### config.mk
export PLATFORM = sky130hd
export DESIGN_NAME = hdlc_txq
export DESIGN_NICKNAME = d
export VERILOG_FILES = /design/src/rtl/hdlc_txq_pkg.sv /design/src/rtl/hdlc_txq_regs.sv /design/src/rtl/hdlc_txq_fifo.sv /design/src/rtl/hdlc_txq_ser.sv /design/src/rtl/hdlc_txq.sv
export SDC_FILE = /design/constraint.sdc
export NUM_CORES = 1
export LEC_CHECK = 0
export ABC_AREA = 1
export BUFFER_PORTS_ARGS = -buffer_cell sky130_fd_sc_hd__buf_2
export CORE_ASPECT_RATIO = 1.2
export CORE_MARGIN = 4
export CORE_UTILIZATION = 30
export DETAILED_ROUTE_END_ITERATION = 7
export PLACE_DENSITY_LB_ADDON = 0.15
export SLEW_MARGIN = 40
export SYNTH_ARGS = -nofsm -noshare
export SYNTH_HDL_FRONTEND = slang
export SYNTH_HIERARCHICAL = 1
export SYNTH_SLANG_ARGS = --single-unit
### constraint.sdc
create_clock -name clk -period 5.05 [get_ports clk]
set_input_delay 0.505 -clock clk [delete_from_list [all_inputs] [get_ports clk]]
set_output_delay 0.505 -clock clk [all_outputs]
set_load 0.005 [all_outputs]
### src/rtl/hdlc_txq_pkg.sv
package hdlc_txq_pkg;
  localparam int BYTE_W = 8;
  localparam int FCS_W  = 16;
  localparam logic [BYTE_W-1:0] FLAG_PAT  = 8'h7E;
  localparam logic [BYTE_W-1:0] ABORT_PAT = 8'hFF;
  localparam logic [FCS_W-1:0]  CRC_POLY_REV = 16'h8408;
  localparam logic [FCS_W-1:0]  CRC_INIT     = 16'hFFFF;
  localparam int STUFF_RUN = 5;

  typedef struct packed {
    logic              abort;
    logic              eof;
    logic [BYTE_W-1:0] data;
  } txq_entry_t;

  typedef enum logic [1:0] {
    M_FLAG  = 2'd0,
    M_DATA  = 2'd1,
    M_FCS   = 2'd2,
    M_ABORT = 2'd3
  } ser_mode_t;
endpackage

### src/rtl/hdlc_txq_regs.sv
module hdlc_txq_regs
  import hdlc_txq_pkg::*;
(
  input  logic              clk,
  input  logic              rst_n,
  input  logic              wr_en,
  input  logic              wr_addr,
  input  logic [BYTE_W-1:0] wr_data,
  output logic [BYTE_W-1:0] ctrl_rdata,
  output logic              push_valid,
  output txq_entry_t        push_entry
);
  logic tag_eof_q, tag_abort_q;
  logic data_wr, ctrl_wr;
  logic unused_ctrl_bits;

  assign data_wr = wr_en && (wr_addr == 1'b0);
  assign ctrl_wr = wr_en && (wr_addr == 1'b1);
  assign unused_ctrl_bits = ^wr_data[BYTE_W-1:2];

  always_ff @(posedge clk) begin
    if (!rst_n) begin
      tag_eof_q   <= 1'b0;
      tag_abort_q <= 1'b0;
    end else if (ctrl_wr) begin
      tag_eof_q   <= wr_data[0];
      tag_abort_q <= wr_data[1];
    end else if (data_wr) begin
      tag_eof_q   <= 1'b0;
      tag_abort_q <= 1'b0;
    end
  end

  assign push_valid       = data_wr;
  assign push_entry.data  = wr_data;
  assign push_entry.eof   = tag_eof_q;
  assign push_entry.abort = tag_abort_q;
  assign ctrl_rdata       = {{(BYTE_W-2){1'b0}}, tag_abort_q, tag_eof_q};

  assert_tags_clear_R1: assert property (@(posedge clk) disable iff (!rst_n)
    data_wr |=> (ctrl_rdata == '0));
endmodule

### src/rtl/hdlc_txq_fifo.sv
module hdlc_txq_fifo
  import hdlc_txq_pkg::*;
#(
  parameter int DEPTH = 16
) (
  input  logic       clk,
  input  logic       rst_n,
  input  logic       in_valid,
  input  txq_entry_t in_entry,
  output logic       in_ready,
  output logic       out_valid,
  output txq_entry_t out_entry,
  input  logic       out_ready,
  output logic       full,
  output logic       empty
);
  localparam int AW = (DEPTH > 1) ? $clog2(DEPTH) : 1;
  localparam logic [AW-1:0] LAST_IDX = AW'(DEPTH - 1);
  localparam logic [AW:0]   FULL_CNT = (AW+1)'(DEPTH);

  txq_entry_t mem [DEPTH];
  logic [AW-1:0] wr_ptr, rd_ptr;
  logic [AW:0]   count;
  logic push, pop;

  assign full      = (count == FULL_CNT);
  assign empty     = (count == '0);
  assign in_ready  = !full;
  assign out_valid = !empty;
  assign out_entry = mem[rd_ptr];
  assign push      = in_valid && in_ready;
  assign pop       = out_valid && out_ready;

  always_ff @(posedge clk) begin
    if (push) mem[wr_ptr] <= in_entry;
  end

  always_ff @(posedge clk) begin
    if (!rst_n) begin
      wr_ptr <= '0;
      rd_ptr <= '0;
      count  <= '0;
    end else begin
      if (push) wr_ptr <= (wr_ptr == LAST_IDX) ? '0 : wr_ptr + 1'b1;
      if (pop)  rd_ptr <= (rd_ptr == LAST_IDX) ? '0 : rd_ptr + 1'b1;
      case ({push, pop})
        2'b10:   count <= count + 1'b1;
        2'b01:   count <= count - 1'b1;
        default: count <= count;
      endcase
    end
  end

  assert_no_overflow_R7: assert property (@(posedge clk) disable iff (!rst_n)
    (in_valid && full && !out_ready) |=> (full && $stable(wr_ptr)));

  assert_flags_exclusive_R9: assert property (@(posedge clk) disable iff (!rst_n)
    !(full && empty));
endmodule

### src/rtl/hdlc_txq_ser.sv
module hdlc_txq_ser
  import hdlc_txq_pkg::*;
(
  input  logic       clk,
  input  logic       rst_n,
  input  logic       bit_en,
  input  logic       head_valid,
  input  txq_entry_t head_entry,
  output logic       head_ready,
  output logic       underrun,
  output logic       tx_bit
);
  localparam int CW = $clog2(FCS_W + 1);
  localparam int OW = $clog2(STUFF_RUN + 1);
  localparam logic [CW-1:0] BYTE_CNT = CW'(BYTE_W);
  localparam logic [CW-1:0] FCS_CNT  = CW'(FCS_W);
  localparam logic [OW-1:0] RUN_MAX  = OW'(STUFF_RUN);

  ser_mode_t        mode;
  logic [FCS_W-1:0] shreg;
  logic [CW-1:0]    bits_left;
  logic [OW-1:0]    ones;
  logic [FCS_W-1:0] crc, crc_nxt;
  logic             cur_eof;
  logic             stuff, last, cur_bit, need_byte, stuffable;

  assign stuff     = (ones == RUN_MAX);
  assign last      = (bits_left == CW'(1));
  assign cur_bit   = shreg[0];
  assign stuffable = (mode == M_DATA) || (mode == M_FCS);
  assign need_byte = (mode == M_FLAG) || ((mode == M_DATA) && !cur_eof);

  always_comb begin
    crc_nxt = crc >> 1;
    if (crc[0] ^ cur_bit) crc_nxt = crc_nxt ^ CRC_POLY_REV;
  end

  assign head_ready = bit_en && !stuff && last && need_byte;
  assign underrun   = bit_en && !stuff && last && (mode == M_DATA) && !cur_eof && !head_valid;

  always_ff @(posedge clk) begin
    if (!rst_n) begin
      mode      <= M_FLAG;
      shreg     <= {{(FCS_W-BYTE_W){1'b0}}, FLAG_PAT};
      bits_left <= BYTE_CNT;
      ones      <= '0;
      crc       <= CRC_INIT;
      cur_eof   <= 1'b0;
      tx_bit    <= 1'b1;
    end else if (bit_en) begin
      if (stuff) begin
        tx_bit <= 1'b0;
        ones   <= '0;
      end else begin
        tx_bit    <= cur_bit;
        shreg     <= shreg >> 1;
        bits_left <= bits_left - CW'(1);
        ones      <= (stuffable && cur_bit) ? ones + OW'(1) : '0;
        if (mode == M_DATA) crc <= crc_nxt;
        if (last) begin
          if (need_byte && head_valid) begin
            bits_left <= BYTE_CNT;
            if (head_entry.abort) begin
              mode  <= M_ABORT;
              shreg <= {{(FCS_W-BYTE_W){1'b0}}, ABORT_PAT};
            end else begin
              mode    <= M_DATA;
              shreg   <= {{(FCS_W-BYTE_W){1'b0}}, head_entry.data};
              cur_eof <= head_entry.eof;
              if (mode == M_FLAG) crc <= CRC_INIT;
            end
          end else if (mode == M_DATA && cur_eof) begin
            mode      <= M_FCS;
            shreg     <= ~crc_nxt;
            bits_left <= FCS_CNT;
          end else if (mode == M_DATA) begin
            mode      <= M_ABORT;
            shreg     <= {{(FCS_W-BYTE_W){1'b0}}, ABORT_PAT};
            bits_left <= BYTE_CNT;
          end else begin
            mode      <= M_FLAG;
            shreg     <= {{(FCS_W-BYTE_W){1'b0}}, FLAG_PAT};
            bits_left <= BYTE_CNT;
          end
        end
      end
    end
  end

  assert_stuff_zero_R5: assert property (@(posedge clk) disable iff (!rst_n)
    (bit_en && stuff) |=> !tx_bit);

  assert_abort_ones_R3: assert property (@(posedge clk) disable iff (!rst_n)
    (bit_en && mode == M_ABORT && !stuff) |=> tx_bit);

  assert_underrun_aborts_R8: assert property (@(posedge clk) disable iff (!rst_n)
    underrun |=> (mode == M_ABORT));

  assert_line_hold_R10: assert property (@(posedge clk) disable iff (!rst_n)
    !bit_en |=> $stable(tx_bit));
endmodule

### src/rtl/hdlc_txq.sv
module hdlc_txq
  import hdlc_txq_pkg::*;
#(
  parameter int DEPTH = 16
) (
  input  logic              clk,
  input  logic              rst_n,
  input  logic              bit_en,
  input  logic              wr_en,
  input  logic              wr_addr,
  input  logic [BYTE_W-1:0] wr_data,
  output logic [BYTE_W-1:0] ctrl_rdata,
  output logic              fifo_full,
  output logic              fifo_empty,
  output logic              underrun,
  output logic              tx_bit
);
  logic       push_valid, push_ready;
  txq_entry_t push_entry, head_entry;
  logic       head_valid, head_ready;

  hdlc_txq_regs u_regs (
    .clk(clk), .rst_n(rst_n), .wr_en(wr_en), .wr_addr(wr_addr), .wr_data(wr_data),
    .ctrl_rdata(ctrl_rdata), .push_valid(push_valid), .push_entry(push_entry)
  );

  hdlc_txq_fifo #(.DEPTH(DEPTH)) u_fifo (
    .clk(clk), .rst_n(rst_n),
    .in_valid(push_valid), .in_entry(push_entry), .in_ready(push_ready),
    .out_valid(head_valid), .out_entry(head_entry), .out_ready(head_ready),
    .full(fifo_full), .empty(fifo_empty)
  );

  hdlc_txq_ser u_ser (
    .clk(clk), .rst_n(rst_n), .bit_en(bit_en),
    .head_valid(head_valid), .head_entry(head_entry), .head_ready(head_ready),
    .underrun(underrun), .tx_bit(tx_bit)
  );

  assert_full_blocks_R7: assert property (@(posedge clk) disable iff (!rst_n)
    fifo_full |-> !push_ready);
endmodule

Yosys cells after proc, flatten, opt, wreduce, memory -nomap -nowiden
Memory sizes are Yosys's and may differ from the RTL's. A register that Yosys moved wholly into a read port is not among the register bits.
Index checks and enable logic that the tools add are counted.
{ "totals": {"word_cells": 92, "romBits": 0, "latch_bits": 0, "n_memories": 1, "reg_bits": 59, "ramBits": 160, "inputBits": 13} }
{ "mem_list": {"columns": ["name", "words", "word_bits", "read_ports", "rd_ports_with_merged_regs", "write_ports", "line", "source"], "rows": [
  ["u_fifo.mem", 16, 10, 1, 1, 1, "hdlc_txq_fifo.sv:21", "txq_entry_t mem [DEPTH];"]
]} }
{ "op_classes": {"addsub": 6, "n_bitwise": 6, "n_reduce_logical": 27, "n_mul": 0, "n_shift": 0, "mux": 31, "n_eq_ne": 9, "n_div": 0, "n_lt_le_gt_ge": 0} }
{ "ops": {"columns": ["op", "n"], "rows": [
  ["$mux W16", 9],
  ["$mux W4", 4],
  ["$mux W8", 2],
  ["$not A16 Y16", 1],
  ["$mux W5", 3],
  ["$logic_and A1 B1 Y1", 14],
  ["$pmux W5 S2", 1],
  ["$sub A5 B1 Y5 const B", 2],
  ["$add A4 B1 Y4 const B", 2],
  ["$eq A4 B4 Y1 const B", 2],
  ["$mux W2", 4],
  ["$mux W1", 6],
  ["$mux W3", 2],
  ["$add A5 B1 Y5 const B", 1],
  ["$eq A5 B1 Y1 const B", 1],
  ["$eq A5 B5 Y1 const B", 1],
  ["$logic_not A5 Y1", 1],
  ["$reduce_and A5 Y1", 1],
  ["$eq A2 B1 Y1 const B", 2],
  ["$eq A2 B2 Y1 const B", 2],
  ["$logic_not A1 Y1", 4],
  ["$reduce_bool A2 Y1", 2],
  ["$add A3 B1 Y3 const B", 1],
  ["$eq A3 B3 Y1 const B", 1],
  ["other kinds (7)", 10]
]} }

Logic depth before layout (Yosys ltp)
Gate-level depths: netlist (run 1).
{ "logic_depth": {"depth_word": 8, "depth_mapped": 22, "depth_no_buf": 22} }

By module
Netlist (run 1), hierarchy kept.
{ "modules_own_cells": {"columns": ["module", "instances", "cells_each", "area_per_inst_um2", "seq_area_each_um2"], "rows": [
  ["hdlc_txq_fifo", 1, 650, 7609.8, 5144.9],
  ["hdlc_txq_ser", 1, 317, 2183.3, 880.8],
  ["hdlc_txq_regs", 1, 30, 217.7, 40.0]
]} }

Worst setup path after synthesis (run 1)
Ideal clock, no wire load.
{ "synth_timing": {"path_kind": "flip-flop to flip-flop", "start": "reg u_ser.ones[1]", "end": "reg u_fifo.count[2]", "path_stages_with_launch": 20, "arrival_time_ns": 2.394, "n_path_buf": 0, "setup_slack_ns": 2.540, "required_time_ns": 4.935, "path_cell_list": "dfxtp_1 inv_1 ha_1 a21oi_4 inv_2 nor2_4 inv_1 a21oi_1 nand2_1 inv_2 ha_1 inv_1 nand2_1 nand2_1 ha_1 inv_1 nand2_1 xor2_1 o21ai_0 inv_1"} }
{ "synth_between": {"elab_chain_cells": 8} }
{ "synth_rtl": {"columns": ["element", "line", "source"], "rows": [
  ["start: declaration", "hdlc_txq_ser.sv:22", "logic [OW-1:0] ones;"],
  ["start signal: assignment", "hdlc_txq_ser.sv:58", "ones <= (stuffable && cur_bit) ? ones + OW'(1) : '0;"],
  ["$eq A3 B3 Y1 *", "hdlc_txq_ser.sv:27", "assign stuff = (ones == RUN_MAX);"],
  ["$logic_not A1 Y1 *", "hdlc_txq_ser.sv:38", "assign head_ready = bit_en && !stuff && last && need_byte;"],
  ["$logic_and A1 B1 Y1 * (3 in a row)", "hdlc_txq_ser.sv:38", null],
  ["via head_ready", "hdlc_txq.sv:20", "logic head_valid, head_ready;"],
  ["$logic_and A1 B1 Y1 *", "hdlc_txq_fifo.sv:32", "assign pop = out_valid && out_ready;"],
  ["$eq A2 B1 Y1 / $eq A2 B2 Y1 (equally long branches)", "hdlc_txq_fifo.sv:46", "case ({push, pop})"],
  ["$pmux W5 S2 / $reduce_bool A2 Y1 (equally long branches)", null, null],
  ["end signal: assignment", "hdlc_txq_fifo.sv:47", "2'b10: count <= count + 1'b1;"],
  ["end signal: assignment", "hdlc_txq_fifo.sv:48", "2'b01: count <= count - 1'b1;"],
  ["end signal: assignment", "hdlc_txq_fifo.sv:49", "default: count <= count;"],
  ["end: declaration", "hdlc_txq_fifo.sv:23", "logic [AW:0] count;"]
]} }
The timed path passes the listed nets; every way through them passes the cells marked *.
A chain may end at the register's enable or synchronous reset.

Worst setup path after layout (run 1)
{ "layout_timing": {"start": "reg u_ser.ones[1]", "end": "reg u_fifo.count[4]"} }
The elaborated chain is that of the path after synthesis.

==> results of run 1 <==
path summary, 6_finish.rpt:
check | slack (ps) | from | to
worst min register to register | 470 | u_ser/shreg[1] | u_ser/shreg[1]
worst max-delay path | 1870 | u_ser/ones[1] | u_fifo/count[4]
worst max register to register | 1870 | u_ser/ones[1] | u_fifo/count[4]
worst min-delay path | 260 | wr_en | u_regs/tag_abort_q
state kept, by name (all words and copies together), names as in the netlist, named ones only:
register / flops
u_ser/tx_bit: 1
u_ser/cur_eof: 1
u_regs/tag_abort_q: 1
u_fifo/count: 5
u_ser/shreg: 16
u_ser/crc: 16
u_fifo/rd_ptr: 4
u_ser/mode: 2
u_ser/ones: 3
u_regs/tag_eof_q: 1
u_fifo/mem: 160
u_fifo/wr_ptr: 4
u_ser/bits_left: 5
layout by cell type (no fill, tap or decap), drive strengths merged:
| cell | instances |
|---|---|
| o211ai | 42 |
| nand3b | 1 |
| bufinv | 3 |
| a21boi | 1 |
| clkbuf | 35 |
| o21ai | 71 |
| a21oi | 83 |
| inv | 139 |
| conb | 6 |
| dfxtp | 63 |
| nor2 | 43 |
| a2bb2oi | 1 |
| nand3 | 97 |
| edfxtp | 160 |
| nand4 | 3 |
| nor3 | 6 |
| o21a | 1 |
| buf | 36 |
| xnor2 | 5 |
| clkinv | 13 |
| nand2 | 197 |
| a221o | 1 |
| xor2 | 4 |
| ha | 15 |
per-layer routing:
metal	global-route usage	routed length [um]
met1	0.160	10300
met2	0.224	11700
met3	0.0171	616
met4	0.0355	560
met5	0	0
power breakdown:
group	switching [mW]	internal, mW	total, mW	leakage, nW
clock	0.756	1.22	1.97	0.456
sequential	0.0229	1.98	2.01	1.97
combinational	0.133	0.0591	0.192	1.93
kinds of logic (layout without fill, tap and decap cells):
family / after synthesis / after routing / synth area share
AO/OA/AOI/OAI: 200 / 200 / 0.122
XOR/XNOR: 9 / 9 / 0.00787
other: 1 / 6 / 0.000375
buffers and inverters: 202 / 226 / 0.0962
AND/OR/NAND/NOR: 347 / 347 / 0.149
flip-flops: 223 / 223 / 0.606
adder cells (fa/ha/maj): 15 / 15 / 0.0187
stage by stage:
step / utilization / setup slack, ps
after floorplan: - / 2540
after global placement: 0.314 / 1880
after detailed placement: 0.315 / 1860
after CTS: 0.342 / 1860
after global routing: 0.342 / 1480
final: 0.342 / 1870
worst max-delay path, cell delays in order (launching register included):
cell     delay, ps
dfxtp_1        350
inv_1           50
ha_1           210
a21oi_4        140
buf_4          270
inv_2          230
nor2_4         170
inv_1           90
a21oi_1        120
nand2_1        130
inv_2          140
ha_1           240
inv_1          110
nand2_1         70
nand2_1         70
ha_1           180
inv_1           50
nand2_1         70
nand3_1        110
nand2_1         60
nand2_1         50
nand3_1         60
nand2_1         60
inv_1           30
cell type report:
| type | instances | share of cell area |
|---|---|---|
| Clock buffer | 35 | 0.0677 |
| Inverter | 140 | 0.0464 |
| Clock inverter | 15 | 0.0130 |
| Multi-Input combinational cell | 577 | 0.267 |
| Tap cell | 450 | 0.0498 |
| Timing Repair Buffer | 36 | 0.0199 |
| Sequential cell | 223 | 0.537 |
==> metrics.yaml, run 1 <==
power.total_mw: 4.17
cts_hold_buf: 0
tightest_slew_ps: 757
row_count: 73
nets: 1033
post-route-period-util: 0.630
synth_area_leader_cell: "edfxtp_1"
final-seq-area_mm2: 0.00607
synth-async-reset-ratio: 0
crit_required_ps: 5470
max-slew-margin-rel: 0.495
cts_inserted_buffers: 27
path_class: "reg2reg"
n_antenna_cell: 0
cts_setup_buffers: 0
avgRoutedWirePerCell_um: 15.7
synth_edf_count: 160
drtPass1Iterations: 4
drc: 0
final_cell_area_mm2: 0.0113
hp-class: "in2reg"
place_area_mm2: 0.0104
finalSetupViolations: 0
synth_commonest_cells: "nand2_1 (193), edfxtp_1 (160), inv_1 (131)"
cp_max_fo: 25
whs_ps: 264
root_buffer: "clkbuf_16"
fillers: 3477
htree_levels: 1
vias: 6603
grt_overflow_total: 0
die_width_um: 175
post_cts_resize_count: 0
critPathLaunchType: "register"
cts_buffer_depth: 3
final_cells: 1476
start_util: 0.303
clk_pin_slew_ps: 60
vias_per_cell: 4.47
boundaryPins: 25
hold_violations: 0
syn_area_mm2: 0.0100
ir_worst_vdd_v: 0.000278
leakage_nw: 4.36
dpl.hpwl_mm: 14.4
synth.most_common_cell: "nand2_1"
gr-usage-all-layers: 0.126
crit_path_end_kind: "register"
rsz0062_at_grt: "no"
grt_max_degree: 63
status: "finished clean"
synthCells: 997
powerDensity_mw_per_mm2: 369
drt_iter0_markers: 320
ys.flop_type: "edfxtp_1"
synth_cell_types: 40
postRouteAntennaNets: 0
final.setup.tns_ps: 0
final-max-slew-violation-count: 0
hold_depth: 3
yosysSeqAreaShare: 0.606
synth-seq-cells: 223
synth_area_leaders: "edfxtp_1 (48%), dfxtp_1 (13%), nand2_1 (7.2%), inv_1 (4.9%), nand3_1 (4.8%)"
max_freq_mhz: 314
cts_tree: "done"
fin_skew_ps: 15.2
syn-mean-instance-area_um2: 10.0
yosys_warnings: 6
multi_input_area_mm2: 0.00302
placed_cells: 1426
syn_to_final_growth_pct: 13.0
antenna_found_initial: 0
grt_pass1_wl_mm: 36.8
die_area_mm2: 0.0364
synth_top_cell_area_share: 0.480
grt_pass1_vias: 6471
core_mm2: 0.0331
arrival_ps: 3600
gp_congestion: 0.759
drive_gt1_frac: 0.120
port_buffers: 18
period_minus_slack_ps: 3180
dieHeight_um: 208
clock_latency_ps: 530
rr_worst_depth: 23
wl_mm: 23.2
cap_violations: 0
cts_sinks: 223
No activity file was read; power rests on OpenSTA's default activity.
==> inputs of run 2 (changes only) <==
==> constraint.sdc (replaced) <==
create_clock -name clk -period 3.25 [get_ports clk]
set_input_delay 0.325 -clock clk [delete_from_list [all_inputs] [get_ports clk]]
set_output_delay 0.325 -clock clk [all_outputs]
set_load 0.005 [all_outputs]
==> run 2 against run 1 <==
Wire length rose by 0.27%. Via count rose by 1.5%. Largest cell class unchanged. Clock power rose by 43%. Cell count rose by 0.54%. Core utilization barely moved. Sequential share of layout area rose by 0.071 points.
==> metrics.yaml, run 2 (synthesized netlist as in run 1, its figures left out) <==
hp-class: "in2reg"
finalSetupViolations: 0  # unchanged
syn_to_final_growth_pct: 12.9
max-slew-margin-rel: 0.578  # +0.0828
fillers: 3473  # -0.12%
layout_common_cells: "nand2_1 (193), edfxtp_1 (160), inv_1 (131), nand3_1 (96), a21oi_1 (72)"
die_area_mm2: 0.0364  # unchanged
rr_worst_depth: 22  # -4.3%
cap_violations: 0  # unchanged
grt_overflow_total: 0  # unchanged
cts_hold_buf: 0  # unchanged
met1_usage: 0.169  # +0.00896
gr-usage-all-layers: 0.128  # +0.00188
drc: 0  # unchanged
fin_skew_ps: 17.2  # +1.99 ps
clock_latency_ps: 530  # about the same
max_freq_mhz: 363  # +16%
setup_slack_ps: 498  # -1370 ps
cts_buffer_depth: 3  # unchanged
cp_common_cell: "nand2_1"
crit_path_end_kind: "register"
start_util: 0.303  # unchanged
path_class: "reg2reg"
nets: 1042  # +0.87%
grt.met2_usage: 0.220  # -0.00403
ir_worst_vdd_v: 0.000291  # +5.0%
slowest_delay_ps: 350  # about the same
cts_tree: "done"
htree_levels: 1  # unchanged
whs_ps: 76.6  # -187 ps
hold_violations: 0  # unchanged
avgRoutedWirePerCell_um: 15.7  # -0.27%
dieHeight_um: 208  # unchanged
drive_gt1_frac: 0.121  # +0.00101
post-place-ws_ps: 485  # -1370 ps
use_met3: 0.0198  # +0.00273
wl_mm: 23.2  # +0.27%
tightest_slew_ps: 632  # -125 ps
slowest_stage: "dfxtp_1"
final_cell_area_mm2: 0.0113  # -0.13%
port_buffers: 18  # unchanged
hold_depth: 3  # unchanged
grt.busiest_layer: "met2"
cts_setup_buffers: 0  # unchanged
arrival_ps: 3180  # -420 ps
place_area_mm2: 0.0105  # +0.73%
final.setup.tns_ps: 0  # unchanged
row_count: 73  # unchanged
largest_reg_flops: 160  # unchanged
cts_sinks: 223  # unchanged
boundaryPins: 25  # unchanged
grt_pass1_wl_mm: 37.4  # +1.8%
root_buffer: "clkbuf_16"
crit_required_ps: 3680  # -1790 ps
die_width_um: 175  # unchanged
cp_max_fo: 6  # -76%
n_antenna_cell: 0  # unchanged
status: "finished clean"
postRouteAntennaNets: 0  # unchanged
final-max-slew-violation-count: 0  # unchanged
post-route-period-util: 0.847  # +0.217
final_common_cell: "nand2_1"
powerDensity_mw_per_mm2: 551  # +49%
drt_iter0_markers: 483  # +51%
vias: 6699  # +1.5%
vias_per_cell: 4.51  # +0.91%
core_mm2: 0.0331  # unchanged
grt_pass1_vias: 6528  # +0.88%
period_minus_slack_ps: 2750  # -430 ps
grt_max_degree: 97  # +54%
antenna_found_initial: 0  # unchanged
rsz0062_at_grt: "no"
gp_congestion: 0.772  # +1.7%
clk_pin_slew_ps: 60  # about the same
worstPathCellList: "inv_1 -> ha_1 -> a21oi_4 -> inv_2 -> nor2_4 -> inv_1 -> a21oi_1 -> nand2_1 -> inv_2 -> ha_1 -> inv_1 -> nand2_1 -> nand2_1 -> ha_1 -> inv_1 -> nand2_1 -> nand3_1 -> nand2_1 -> nand2_1 -> nand3_1 -> nand2_1 -> inv_1"
reg.largest.list: "u_fifo/mem (160), u_ser/crc (16), u_ser/shreg (16)"
critPathLaunchType: "register"
cts_inserted_buffers: 26  # -3.7%
largest_register: "u_fifo/mem"
post_cts_resize_count: 0  # unchanged
leakage_nw: 4.35  # about the same
drtPass1Iterations: 4  # unchanged
dpl.hpwl_mm: 14.8  # +2.6%
## run 2: cell types whose count changed in the layout (fill, tap and decap cells not counted), sizes merged
| cell | delta |
|---|---|
| buf | +10 |
| clkbuf | -3 |
| clkinvlp | +2 |
| bufinv | -1 |
| clkinv | +1 |
| inv | -1 |
## run 2: cell type report
type | count | area (um^2) | share of cell area
sequential | 223 | 6070 | 0.537
clock buffer | 32 | 694 | 0.0614
tap | 450 | 563 | 0.0498
multi-input combinational | 577 | 3010 | 0.266
clock inverter | 16 | 128 | 0.0113
inverter | 140 | 526 | 0.0465
timing repair buffer | 46 | 313 | 0.0277
## run 2: stage by stage
step / std cells / util / total power [mW]
after detailed placement: 1436 / 0.317 / 3.49
after floorplan: 1002 / - / 3.40
after global placement: 1436 / 0.317 / 3.49
final: 1484 / 0.342 / 6.23
after CTS: 1484 / 0.342 / 6.34
after global routing: 1484 / 0.342 / 6.50
## run 2: where the power goes
| group | total, mW | internal, mW | switching (mW) | leakage, nW |
|---|---|---|---|---|
| registers | 3.12 | 3.08 | 0.0336 | 1.97 |
| logic | 0.305 | 0.0971 | 0.208 | 1.99 |
| clock network | 2.81 | 1.67 | 1.14 | 0.400 |
| total | 6.23 | 4.85 | 1.38 | 4.35 |
## run 2: worst max-delay path: cells and delay by family (launching register included)
family,cells,cell delay [ps]
AO/OA/AOI/OAI,2,300
adder cells (fa/ha/maj),3,620
buffers and inverters,7,540
flip-flops,1,350
AND/OR/NAND/NOR,10,840
## run 2: path summary, 6_finish.rpt
path	start	end	slack, ps
worst max-delay path	u_ser/ones[1]	u_fifo/count[4]	500
worst min-delay path	wr_en	u_regs/tag_abort_q	80
worst max register to register	u_ser/ones[1]	u_fifo/count[4]	500
worst min register to register	u_ser/shreg[2]	u_ser/shreg[2]	470
## run 2: layer usage
layer  vias up  wire length [um]
li1       3383                 -
met1      3207             10600
met2        71             11400
met3        38               746
met4         0               476
met5         -                 0
